==> config.mk <==
export PLATFORM = sky130hd
export DESIGN_NAME = dac_serial_tx
export DESIGN_NICKNAME = d
export VERILOG_FILES = /design/src/rtl/dac_ser_pkg.sv /design/src/rtl/dac_tick_gen.sv /design/src/rtl/dac_slot_ctr.sv /design/src/rtl/dac_word_shift.sv /design/src/rtl/dac_serial_tx.sv
export SDC_FILE = /design/constraint.sdc
export NUM_CORES = 1
export LEC_CHECK = 0
export ABC_AREA = 1
export BUFFER_PORTS_ARGS = -buffer_cell sky130_fd_sc_hd__buf_2
export CAP_MARGIN = 20
export CORE_AREA = 5 5 89 91
export DETAILED_ROUTE_END_ITERATION = 8
export DIE_AREA = 0 0 94 96
export GPL_TIMING_DRIVEN = 0
export MAX_ROUTING_LAYER = met4
export PLACE_DENSITY = 0.93
export SLEW_MARGIN = 20
export SYNTH_ARGS = -nofsm -noshare
export SYNTH_HDL_FRONTEND = slang
export SYNTH_HIERARCHICAL = 1
export SYNTH_SLANG_ARGS = --single-unit
==> constraint.sdc <==
create_clock -name clk -period 7.25 [get_ports clk]
set_clock_uncertainty 0.05 [all_clocks]
set_input_delay 0.3625 -clock clk [delete_from_list [all_inputs] [get_ports clk]]
set_output_delay 0.3625 -clock clk [all_outputs]
set_load 0.01 [all_outputs]
==> src/rtl/dac_ser_pkg.sv <==
package dac_ser_pkg;

  // Bit of a word sent in position pos of a half frame (pos 0 is the gap
  // after the word-clock edge). Positions past the word width give 0.
  function automatic logic half_slot_bit(input logic [31:0] word,
                                         input int unsigned pos,
                                         input int unsigned width);
    logic [31:0] sh;
    if (pos == 0 || pos > width) return 1'b0;
    sh = word >> (width - pos);
    return sh[0];
  endfunction

  // Width needed to hold the accumulator sum without overflow.
  function automatic int unsigned acc_width(input int unsigned num,
                                            input int unsigned den);
    return $clog2(num + den + 1) + 1;
  endfunction

endpackage

==> src/rtl/dac_tick_gen.sv <==
module dac_tick_gen #(
  parameter int unsigned RATE_NUM = 42336,
  parameter int unsigned RATE_DEN = 1010000
) (
  input  logic clk,
  input  logic rst_n,
  output logic tick_o
);
  localparam int unsigned ACC_W = dac_ser_pkg::acc_width(RATE_NUM, RATE_DEN);

  logic [ACC_W-1:0] acc_q;
  logic [ACC_W-1:0] sum_w;

  assign sum_w  = acc_q + ACC_W'(RATE_NUM);
  assign tick_o = (sum_w >= ACC_W'(RATE_DEN));

  always_ff @(posedge clk or negedge rst_n) begin
    if (!rst_n)      acc_q <= '0;
    else if (tick_o) acc_q <= sum_w - ACC_W'(RATE_DEN);
    else             acc_q <= sum_w;
  end
endmodule

==> src/rtl/dac_slot_ctr.sv <==
module dac_slot_ctr #(
  parameter int unsigned FRAME_SLOTS = 48,
  localparam int unsigned SLOT_W = $clog2(FRAME_SLOTS)
) (
  input  logic              clk,
  input  logic              rst_n,
  input  logic              tick_i,
  output logic              bclk_o,
  output logic [SLOT_W-1:0] slot_o,
  output logic [SLOT_W-1:0] slot_nxt_o,
  output logic              fall_o,
  output logic              wrap_o
);
  localparam logic [SLOT_W-1:0] LAST = SLOT_W'(FRAME_SLOTS - 1);

  logic              bclk_q;
  logic [SLOT_W-1:0] slot_q;

  assign fall_o     = tick_i & bclk_q;
  assign wrap_o     = fall_o & (slot_q == LAST);
  assign slot_nxt_o = (slot_q == LAST) ? '0 : slot_q + 1'b1;

  always_ff @(posedge clk or negedge rst_n) begin
    if (!rst_n) begin
      bclk_q <= 1'b1;
      slot_q <= LAST;
    end else if (tick_i) begin
      bclk_q <= ~bclk_q;
      if (bclk_q) slot_q <= slot_nxt_o;
    end
  end

  assign bclk_o = bclk_q;
  assign slot_o = slot_q;
endmodule

==> src/rtl/dac_word_shift.sv <==
module dac_word_shift #(
  parameter int unsigned SAMPLE_W   = 16,
  parameter int unsigned HALF_SLOTS = 24,
  localparam int unsigned SLOT_W = $clog2(2 * HALF_SLOTS)
) (
  input  logic                clk,
  input  logic                rst_n,
  input  logic [SAMPLE_W-1:0] left_i,
  input  logic [SAMPLE_W-1:0] right_i,
  input  logic                fall_i,
  input  logic                wrap_i,
  input  logic [SLOT_W-1:0]   slot_nxt_i,
  output logic                lrck_o,
  output logic                sdata_o,
  output logic                latch_o
);
  logic [SAMPLE_W-1:0] word_q [2];
  logic                half_w;
  int unsigned         pos_w;
  logic                bit_w;

  assign half_w = (slot_nxt_i >= SLOT_W'(HALF_SLOTS));
  assign pos_w  = half_w ? int'(slot_nxt_i) - HALF_SLOTS : int'(slot_nxt_i);
  assign bit_w  = dac_ser_pkg::half_slot_bit(32'(word_q[half_w]), pos_w, SAMPLE_W);

  always_ff @(posedge clk or negedge rst_n) begin
    if (!rst_n) begin
      word_q[0] <= '0;
      word_q[1] <= '0;
    end else if (wrap_i) begin
      word_q[0] <= left_i;
      word_q[1] <= right_i;
    end
  end

  always_ff @(posedge clk or negedge rst_n) begin
    if (!rst_n) begin
      lrck_o  <= 1'b1;
      sdata_o <= 1'b0;
      latch_o <= 1'b0;
    end else begin
      latch_o <= wrap_i;
      if (fall_i) begin
        lrck_o  <= half_w;
        sdata_o <= bit_w;
      end
    end
  end
endmodule

==> src/rtl/dac_serial_tx.sv <==
module dac_serial_tx #(
  parameter int unsigned SAMPLE_W   = 16,
  parameter int unsigned HALF_SLOTS = 24,
  parameter int unsigned RATE_NUM   = 42336,
  parameter int unsigned RATE_DEN   = 1010000
) (
  input  logic                clk,
  input  logic                rst_n,
  input  logic [SAMPLE_W-1:0] left_i,
  input  logic [SAMPLE_W-1:0] right_i,
  output logic                bclk_o,
  output logic                lrck_o,
  output logic                sdata_o,
  output logic                latch_o
);
  localparam int unsigned FRAME_SLOTS = 2 * HALF_SLOTS;
  localparam int unsigned SLOT_W      = $clog2(FRAME_SLOTS);

  logic              tick_w;
  logic              fall_w;
  logic              wrap_w;
  logic [SLOT_W-1:0] slot_w;
  logic [SLOT_W-1:0] slot_nxt_w;

  dac_tick_gen #(.RATE_NUM(RATE_NUM), .RATE_DEN(RATE_DEN)) u_tick (
    .clk(clk), .rst_n(rst_n), .tick_o(tick_w)
  );

  dac_slot_ctr #(.FRAME_SLOTS(FRAME_SLOTS)) u_slot (
    .clk(clk), .rst_n(rst_n), .tick_i(tick_w), .bclk_o(bclk_o),
    .slot_o(slot_w), .slot_nxt_o(slot_nxt_w), .fall_o(fall_w), .wrap_o(wrap_w)
  );

  dac_word_shift #(.SAMPLE_W(SAMPLE_W), .HALF_SLOTS(HALF_SLOTS)) u_shift (
    .clk(clk), .rst_n(rst_n), .left_i(left_i), .right_i(right_i),
    .fall_i(fall_w), .wrap_i(wrap_w), .slot_nxt_i(slot_nxt_w),
    .lrck_o(lrck_o), .sdata_o(sdata_o), .latch_o(latch_o)
  );
endmodule

==> results.json <==
{
  "cts_hold_buf": 0,
  "slew_headroom_pct": 51.7,
  "status": "finished clean",
  "io_buffers": 37,
  "period_share_pct": 57.6,
  "clkLatencyLatePin_ns": 0.35,
  "setup_viol": 0,
  "sw_frac_of_total_pct": 19.5,
  "fin_crit_ns": 4.18,
  "drc": 0,
  "power.switching_w": 0.000142,
  "grt_max_degree": 61,
  "cts_resized": 0,
  "synth_ff_type": "dfrtp_1",
  "final_layout_size_suffix_gt1_share_pct": 15.7,
  "grt_setup_unrepaired": "no",
  "synth_area_leaders": "dfrtp_1 (30%), nand2_1 (18%), nand3_1 (10%)",
  "r2r-end": "u_shift/sdata_o",
  "startpoint_type": "flip-flop",
  "cts.sinks": 60,
  "dp_worst_setup_slack_ns": 3.19,
  "r2r_start": "u_slot/slot_o[0]",
  "synth-edff-count": 0,
  "wire_per_inst_microns": 14.0,
  "yosys.area.top_type": "dfrtp_1",
  "final_util_pct": 71.0,
  "synth_nets": 721,
  "start_util_pct": 63.0,
  "syn_inst": 671,
  "drt-total-wl_mm": 11.5,
  "cts_setup_buffers": 0,
  "maxSlewViolCount": 0,
  "dr.pass1.iters": 6,
  "yosys-top-cells-count": "nand2_1 (218), inv_1 (98), nand3_1 (91)",
  "reg2reg_depth": 26,
  "cts_max_level": 3,
  "synth.most_common_cell": "nand2_1",
  "grt_pass1_wl_mm": 19.3,
  "peakVddDrop_uv": 190,
  "gp_congestion": 0.961,
  "viasPerCell": 5.66,
  "cts-buffers-inserted": 9,
  "endpoint_kind": "flip-flop",
  "fin_total_pwr_w": 0.000730,
  "worst-path-max-fanout": 10,
  "grt_pass1_vias": 4391,
  "dieWidth_microns": 94,
  "root_buffer": "clkbuf_8",
  "syn_avg_cell_area_sq_um": 6.63,
  "p_per_area_nw_per_um2": 146,
  "synth.distinct_cells": 37,
  "dp_hpwl_mm": 8.26,
  "pwr-share-comb_pct": 2.1,
  "fin_setup_tns_ns": 0,
  "async_reset_ff_share_pct": 100,
  "clockBufferDepth": 2,
  "synth-warning-count": 6,
  "gr-usage-all-layers_pct": 27.9,
  "diodes": 0,
  "tightest_slew_ns": 0.724,
  "die_y_microns": 96,
  "rows": 31,
  "cts.reportedPaths.clkPinSlew_ns": 0.08,
  "cts_tree": "done",
  "leakage_nw": 2.72,
  "synth-seq-area-share_pct": 33.9,
  "fin_nets": 769,
  "coreArea_sq_um": 7060,
  "num_vias": 4655,
  "hp-class": "input port to async pin",
  "ant_nets": 0,
  "num_io_pins": 38,
  "hold_viol": 0,
  "netlist_area_sq_um": 4450,
  "worst-setup-path-type": "flip-flop to flip-flop",
  "intPower_w": 0.000588,
  "r2r_setup_slack_ns": 3.07,
  "dieArea_sq_um": 9020,
  "antenna_found_initial": 0,
  "sequentialPowerShare_pct": 45.9,
  "drt_iter0_drc": 468,
  "fmax_mhz": 240,
  "area_growth_pct": 12.6,
  "synth_top_area_share_pct": 29.8,
  "critPathRequiredTime_ns": 7.48,
  "fin_ws_ns": 3.07,
  "grt_overflow": 0,
  "ys_seq_elements": 60,
  "pwr-share-clk_pct": 52.1,
  "cap_viol_max_count": 0,
  "arrival_ns": 4.40
}
[cell families after synthesis]
| group | Yosys count | share of synthesized area [%] |
|---|---|---|
| buf+inv | 126 | 11.3 |
| fa+ha+maj | 16 | 4.50 |
| flops | 60 | 33.9 |
| simple gates | 403 | 41.1 |
| xor+xnor | 11 | 2.33 |
| compound gates | 55 | 6.78 |
[metrics by stage]
step | instance area (sq um) | hold slack (ns) | std cells
after floorplan | 4450 | 0.0169 | 671
after global placement | 4760 | 0.410 | 807
after detailed placement | 4760 | 0.417 | 807
after CTS | 5010 | 0.0566 | 823
after global routing | 5010 | 0.108 | 823
final | 5010 | 0.0303 | 823
[how the worst max path moves through the flow]
stage,startpoint,end,slack [ns],cells after the start
after floorplan,u_slot/slot_o[0],u_shift/sdata_o,3.73,23
after global placement,u_slot/slot_o[0],u_shift/sdata_o,3.35,26
after detailed placement,u_slot/slot_o[0],u_shift/sdata_o,3.19,26
after CTS,u_slot/slot_o[0],u_shift/sdata_o,3.13,26
after global routing,u_slot/slot_o[0],u_shift/sdata_o,2.72,26
final,u_slot/slot_o[0],u_shift/sdata_o,3.07,26
[cell type report]
class,instances,area [sq um]
multi-input combinational,485,2430
fill,550,2050
sequential,60,1510
inverter,109,410
timing repair buffer,37,188
clock buffer,12,155
tap,99,124
clock inverter,4,95.1
buffer,17,93.8
[placed cells by master (no fill, tap or decap), types with 2 or more instances in the layout]
cell type / synthesis / routed
clkbuf_1: 7 / 8
nand3_2: 2 / 2
o21ai_0: 37 / 37
ha_1: 16 / 16
nand2_4: 2 / 2
inv_2: 9 / 9
nor2_2: 6 / 6
inv_1: 98 / 98
nor4_1: 2 / 2
nand3_4: 2 / 2
dfstp_2: 7 / 7
o21ai_2: 3 / 3
nor2_4: 2 / 2
nand3b_1: 2 / 2
nand3_1: 91 / 91
xor2_1: 7 / 7
dfrtp_1: 53 / 53
buf_2: 6 / 42
nand2_1: 218 / 218
nor2_1: 36 / 36
nand4_1: 21 / 21
a21oi_1: 11 / 11
clkinv_2: 1 / 2
buf_4: 2 / 3
nand2_2: 14 / 14
bufinv_16: 0 / 3
xnor2_1: 3 / 3
buf_6: 2 / 2
nor3_1: 2 / 2
clkbuf_8: 0 / 11
[sequential cells by signal, summed over array words and instances, names as in the netlist]
register         flops
u_shift/word_q      32
u_tick/acc_q        18
u_slot/bclk_o        1
u_shift/lrck_o       1
u_slot/slot_o        6
u_shift/sdata_o      1
u_shift/latch_o      1
[power by group through the flow]
stage	clock network (W)	registers [W]	logic [W]
3_5_place_dp	0	0.000341	0.0000157
3_3_place_gp	0	0.000341	0.0000152
2_1_floorplan	0	0.000341	0.00000000780
6_report	0.000380	0.000335	0.0000152
4_1_cts	0.000383	0.000335	0.0000158
5_1_grt	0.000396	0.000335	0.0000181
[layer usage]
layer	part of all wire (%)	global-route usage, %
met1	39	31.4
met2	49	47.8
met3	6.9	3.75
met4	4.7	16.1
met5	0	-
[critical path: stages, from the launching register on]
cell and delay (ns):
dfstp_2 0.56, ha_1 0.20, nand2_1 0.13, nor2_2 0.13, nand2_2 0.11, nand2_1 0.09
inv_1 0.04, buf_2 0.18, clkinv_1 0.19, ha_1 0.23, inv_1 0.08, nor2_4 0.14
nand3_4 0.16, nand3_1 0.17, and2_2 0.18, nand3_1 0.11, o21ai_2 0.21, inv_1 0.07
ha_1 0.27, nand2_1 0.05, nor4_1 0.22, nand2_1 0.09, a21oi_1 0.15, nand3_1 0.09
nor2_1 0.09, nand3_1 0.08, nand2_1 0.06
Power figures use the tool's default switching activity.
